**config.mk**
```make
export PLATFORM = sky130hd
export DESIGN_NAME = qstat_group
export DESIGN_NICKNAME = d
export VERILOG_FILES = /design/src/rtl/qstat_pkg.sv /design/src/rtl/qstat_rate_chk.sv /design/src/rtl/qstat_cond.sv /design/src/rtl/qstat_event.sv /design/src/rtl/qstat_group.sv
export SDC_FILE = /design/constraint.sdc
export NUM_CORES = 1
export LEC_CHECK = 0
export BUFFER_PORTS_ARGS = -buffer_cell sky130_fd_sc_hd__clkbuf_2
export CORE_MARGIN = 2
export CORE_UTILIZATION = 55
export CTS_CLUSTER_DIAMETER = 200
export DETAILED_ROUTE_END_ITERATION = 12
export MAX_ROUTING_LAYER = met4
export PLACE_DENSITY = 0.8
export SYNTH_ARGS = -nofsm -noshare
export SYNTH_HDL_FRONTEND = slang
export SYNTH_SLANG_ARGS = --single-unit
```
**constraint.sdc**
```tcl
create_clock -name clk -period 8.3 [get_ports clk]
set_clock_uncertainty 0.2 [all_clocks]
set_input_delay 0.415 -clock clk [delete_from_list [all_inputs] [get_ports clk]]
set_output_delay 0.415 -clock clk [all_outputs]
set_load 0.05 [all_outputs]
```
**src/rtl/qstat_pkg.sv**
```systemverilog
`timescale 1ns/1ps
package qstat_pkg;
  localparam int CW = 16;
  localparam int B_VOLT = 0;
  localparam int B_TIME = 2;
  localparam int B_CAL  = 8;
  localparam logic [CW-1:0] USED = 16'h0105;
  localparam int AW = 3;
  localparam logic [AW-1:0] ADR_COND = 3'd0;
  localparam logic [AW-1:0] ADR_PTR  = 3'd1;
  localparam logic [AW-1:0] ADR_NTR  = 3'd2;
  localparam logic [AW-1:0] ADR_EVT  = 3'd3;
  localparam logic [AW-1:0] ADR_ENA  = 3'd4;
endpackage

```
**src/rtl/qstat_rate_chk.sv**
```systemverilog
`timescale 1ns/1ps
module qstat_rate_chk #(
  parameter int PW = 24
) (
  input  logic [PW-1:0] req,
  input  logic [PW-1:0] ach,
  output logic          fault
);
  localparam int XW = PW + 7;
  logic [PW-1:0] diff;
  logic [XW-1:0] scaled;
  logic [XW-1:0] limit;

  always_comb begin
    diff   = (ach >= req) ? (ach - req) : (req - ach);
    scaled = XW'(diff) * XW'(100);
    limit  = XW'(req);
    fault  = scaled > limit;
  end

  // a fault needs a nonzero gap between the two periods
  always_comb begin
    if (fault) begin
      assert_fault_needs_gap_R3: assert (ach != req);
    end
  end
endmodule

```
**src/rtl/qstat_cond.sv**
```systemverilog
`timescale 1ns/1ps
module qstat_cond
  import qstat_pkg::*;
(
  input  logic          clk,
  input  logic          rst,
  input  logic          soft_clr,
  input  logic          ovr_se,
  input  logic          ovr_diff,
  input  logic          meas_active,
  input  logic          cal_err,
  input  logic          rate_fault,
  output logic [CW-1:0] cond_d,
  output logic [CW-1:0] cond_q
);
  always_comb begin
    cond_d         = '0;
    cond_d[B_VOLT] = (ovr_se | ovr_diff) & meas_active;
    cond_d[B_TIME] = rate_fault;
    cond_d[B_CAL]  = cal_err;
  end

  always_ff @(posedge clk) begin
    if (rst || soft_clr) cond_q <= '0;
    else                 cond_q <= cond_d;
  end

  assert_unused_zero_R1: assert property (@(posedge clk) disable iff (rst)
    (cond_q & ~USED) == '0);

  assert_volt_needs_meas_R2: assert property (@(posedge clk) disable iff (rst)
    cond_q[B_VOLT] |-> $past(meas_active));

  assert_cal_follows_R4: assert property (@(posedge clk) disable iff (rst)
    ($past(cal_err) && !$past(soft_clr) && !$past(rst)) |-> cond_q[B_CAL]);
endmodule

```
**src/rtl/qstat_event.sv**
```systemverilog
`timescale 1ns/1ps
module qstat_event
  import qstat_pkg::*;
(
  input  logic          clk,
  input  logic          rst,
  input  logic          soft_clr,
  input  logic [CW-1:0] cond_d,
  input  logic [CW-1:0] cond_q,
  input  logic [CW-1:0] ptr,
  input  logic [CW-1:0] ntr,
  input  logic [CW-1:0] en,
  input  logic          rd_clr,
  output logic [CW-1:0] evt_q,
  output logic          summary
);
  logic [CW-1:0] set;

  always_comb set = (cond_d & ~cond_q & ptr) | (~cond_d & cond_q & ntr);

  always_ff @(posedge clk) begin
    if (rst || soft_clr) evt_q <= '0;
    else if (rd_clr)     evt_q <= set;
    else                 evt_q <= evt_q | set;
  end

  always_ff @(posedge clk) begin
    if (rst) summary <= 1'b0;
    else     summary <= |(evt_q & en);
  end

  assert_no_unfiltered_R7: assert property (@(posedge clk) disable iff (rst)
    (!rd_clr && !soft_clr) |=> ((evt_q & ~$past(evt_q) & ~$past(ptr | ntr)) == '0));

  assert_evt_sticky_R8: assert property (@(posedge clk) disable iff (rst)
    (!rd_clr && !soft_clr) |=> ((evt_q & $past(evt_q)) == $past(evt_q)));

  assert_keep_concurrent_R9: assert property (@(posedge clk) disable iff (rst)
    (rd_clr && !soft_clr) |=> ((evt_q & $past(set)) == $past(set)));

  assert_summary_mask_R10: assert property (@(posedge clk) disable iff (rst)
    ((evt_q & en) == '0) |=> !summary);
endmodule

```
**src/rtl/qstat_group.sv**
```systemverilog
`timescale 1ns/1ps
module qstat_group
  import qstat_pkg::*;
#(
  parameter int PW = 24
) (
  input  logic          clk,
  input  logic          rst,
  input  logic          soft_clr,
  input  logic          ovr_se,
  input  logic          ovr_diff,
  input  logic          meas_active,
  input  logic          cal_err,
  input  logic [PW-1:0] req_per_a,
  input  logic [PW-1:0] ach_per_a,
  input  logic [PW-1:0] req_per_b,
  input  logic [PW-1:0] ach_per_b,
  input  logic          reg_wr,
  input  logic          reg_rd,
  input  logic [2:0]    reg_addr,
  input  logic [15:0]   reg_wdata,
  output logic [15:0]   reg_rdata,
  output logic          summary
);
  localparam int NT = 2;

  logic [PW-1:0] req_arr [NT];
  logic [PW-1:0] ach_arr [NT];
  logic [NT-1:0] t_fault;
  logic          rate_fault;

  always_comb begin
    req_arr[0] = req_per_a;
    ach_arr[0] = ach_per_a;
    req_arr[1] = req_per_b;
    ach_arr[1] = ach_per_b;
  end

  for (genvar t = 0; t < NT; t++) begin : g_tmr
    qstat_rate_chk #(.PW(PW)) u_chk (
      .req   (req_arr[t]),
      .ach   (ach_arr[t]),
      .fault (t_fault[t])
    );
  end

  assign rate_fault = |t_fault;

  logic [CW-1:0] cond_d, cond_q, evt_q;
  logic [CW-1:0] ptr_q, ntr_q, en_q;
  logic          rd_clr;

  assign rd_clr = reg_rd && (reg_addr == ADR_EVT);

  qstat_cond u_cond (
    .clk         (clk),
    .rst         (rst),
    .soft_clr    (soft_clr),
    .ovr_se      (ovr_se),
    .ovr_diff    (ovr_diff),
    .meas_active (meas_active),
    .cal_err     (cal_err),
    .rate_fault  (rate_fault),
    .cond_d      (cond_d),
    .cond_q      (cond_q)
  );

  qstat_event u_evt (
    .clk      (clk),
    .rst      (rst),
    .soft_clr (soft_clr),
    .cond_d   (cond_d),
    .cond_q   (cond_q),
    .ptr      (ptr_q),
    .ntr      (ntr_q),
    .en       (en_q),
    .rd_clr   (rd_clr),
    .evt_q    (evt_q),
    .summary  (summary)
  );

  always_ff @(posedge clk) begin
    if (rst) begin
      ptr_q <= USED;
      ntr_q <= '0;
      en_q  <= '0;
    end else if (reg_wr) begin
      case (reg_addr)
        ADR_PTR: ptr_q <= reg_wdata & USED;
        ADR_NTR: ntr_q <= reg_wdata & USED;
        ADR_ENA: en_q  <= reg_wdata & USED;
        default: ;
      endcase
    end
  end

  always_ff @(posedge clk) begin
    if (rst) begin
      reg_rdata <= '0;
    end else if (reg_rd) begin
      case (reg_addr)
        ADR_COND: reg_rdata <= cond_q;
        ADR_PTR:  reg_rdata <= ptr_q;
        ADR_NTR:  reg_rdata <= ntr_q;
        ADR_EVT:  reg_rdata <= evt_q;
        ADR_ENA:  reg_rdata <= en_q;
        default:  reg_rdata <= '0;
      endcase
    end
  end

  assert_rdata_unused_R1: assert property (@(posedge clk) disable iff (rst)
    (reg_rdata & ~USED) == '0);

  assert_cfg_kept_R11: assert property (@(posedge clk) disable iff (rst)
    (soft_clr && !reg_wr) |=> $stable(ptr_q) && $stable(ntr_q) && $stable(en_q));
endmodule

```
==> out/metrics.cfg <==
[outcome]
status=finished, final reports clean

[final_layout]
final_nets=2267
drive_gt1_share_pct=16.45
syn2layout_area_growth_pct=14.24
mostFrequentLayoutCell=inv_1
layout.cells.most_common_list=inv_1, ha_1, a21oi_1, clkbuf_2, buf_4

[sta]
hold_viol_final=0
timing.final.setup_violations=0
setup_slack_ns=0.2991
finalCriticalPeriod_ns=8.001
period_share_pct=96.40
worst_pin_slew_ns=0.8616
fin_setup_tns_ns=0
fmax_mhz=125.0
maxSlewViolCount=0
max-slew-margin-rel_pct=41.78

[drt]
wl_met1_mm=14.16
routed_wl_mm=33.50
top_layer=met4
vias_per_cell=5.789
drt_iter0_drc=633
wire_per_inst_um=15.98
drc=0
wl_met2_mm=16.47
via_count=12130
dr.pass1.iters=5
ant_nets=0
dr_wl_met3_mm=1.684

[floorplanning]
start_util_pct=56.12
pin_count=141
coreArea_mm2=0.02189
rows=54
die_x_um=153.5
die_area_mm2=0.02355
die_y_um=153.5

[worst_setup_path]
worstSetupPathType=input port to register
worst_setup_path_start_kind=input port
cp.arrival_ns=7.93
critPathMaxFanout=12
rr_worst_depth=3
cp.required_ns=8.23
endpoint_kind=register
cpPeakStageDelay_ns=0.61
cp_slowest_cell=or4_1

[yosys]
yosysSeqAreaShare_pct=3.096
synth_top_area_share_pct=29.53
synth_top_family_by_area=adder cells
ys_seq_elements=19
synth-edff-count=0
synthTopCellsByArea=ha_1, inv_1, fa_1
ys_warn_count=0
async_flop_share_pct=0
synthAdderAreaFrac_pct=36.05
synth.cell_area_mm2=0.01229
netlist_instances=1635
synth_xor_area_share_pct=7.343
synth_top_cell_by_area=ha_1
muxShareOfSynthArea_pct=3.483
yosys.cell_types.count=90
synthFlopType=dfxtp_1
postSynthAreaPerCell_um2=7.514
synth_compound_area_share_pct=24.67
yosys.area_share.simple_pct=13.45

[clock_network]
h-tree-depth=1
clk_latency_ns=0.25
numCtsBuffers=3
root_buffer=clkbuf_16
cts.clk_slew.worst_paths_ns=0.05
cts-hold-fix-buffers=0
clk_path_buf_depth=2
cts.sink_count=19
cts_tree=yes

[worst_hold_path]
holdPathStages=2
hp-class=input port to register

[placed_design]
gp_congestion=1.012
place_ws_ns=-0.3052
portBuffers=114
hpwl_mm=29.32

[grt]
grt-ovfl-total=0
grtUsageTotal_pct=27.72
first_global_vias=11890
grt_max_degree=27
grt_pass1_wl_mm=54.09
antenna_found_initial=4

[flow_run]
drv_cap=0

==> repair_timing <==
action | in CTS | in global routing
pin swaps | 0 | 10
setup endpoints to repair | 1 | 2
buffers inserted | 0 | 10
gates cloned | 0 | 0
resized for setup | 2 | 35
==> cells in the mapped netlist (all sizes together) (28+ instances only) <==
master,number
nand4,31
nand2,88
xor2,35
nor2,68
xnor2,68
inv,293
ha,290
mux2i,28
a21o,70
nand3,32
o21ai,85
buf,43
a21oi,147
fa,40
==> state kept, by name (all words and copies together), names as in the netlist <==
register       count
en_q               3
u_evt.evt_q        3
u_evt.summary      1
u_cond.cond_q      3
ptr_q              3
ntr_q              3
reg_rdata          3
==> layout make-up <==
| cell class | instances | area [um^2] |
|---|---|---|
| multi-input cells | 1268 | 10670 |
| fillers | 1924 | 7856 |
| repair buffers | 228 | 1443 |
| inverters | 293 | 1100 |
| flip-flops and latches | 19 | 380.4 |
| well taps | 280 | 350.3 |
| clock buffers | 3 | 75.07 |
| diodes | 4 | 10.01 |
| clock inverters | 1 | 5.005 |
==> path summary, 6_finish.rpt <==
path	endpoint	startpoint	slack, ns
worst max-delay path	u_evt.evt_q[2]	ach_per_b[0]	0.30
worst min-delay path	u_evt.evt_q[2]	soft_clr	0.19
worst max register to register	reg_rdata[2]	u_evt.evt_q[2]	7.00
worst min register to register	reg_rdata[8]	reg_rdata[8]	0.28
==> logic make-up after synthesis <==
logic type	Yosys count
compound gates	460
buf+inv	360
fa+ha+maj	330
simple gates	323
xor+xnor	103
mux	39
flops	19
other cells	1
==> stage by stage <==
step | std cells | area (um^2) | utilization (%) | hold slack (ns)
after floorplan | 1647 | 12330 | - | 0.2640
after global placement | 2078 | 13700 | 62.57 | 0.2702
after detailed placement | 2078 | 13700 | 62.57 | 0.2712
after CTS | 2082 | 13790 | 62.97 | 0.1892
after global routing | 2096 | 14030 | 64.11 | 0.2043
final | 2096 | 14030 | 64.11 | 0.1936
==> critical path: cells and delay by family <==
| kind | cells | cell delay [ns] |
|---|---|---|
| buf+inv | 9 | 0.94 |
| mux | 1 | 0.29 |
| fa+ha+maj | 6 | 2.00 |
| xor+xnor | 1 | 0.17 |
| compound gates | 11 | 2.56 |
| simple gates | 8 | 1.55 |
==> metal layers <==
metal | GRT usage [%] | up-vias
li1 | - | 6031
met1 | 32.69 | 5657
met4 | 9.436 | 0
met3 | 2.410 | 77
met5 | - | -
met2 | 49.51 | 368
Power is not shown: default switching activity piles up to over one toggle a cycle in this logic, so the estimate is an artifact.
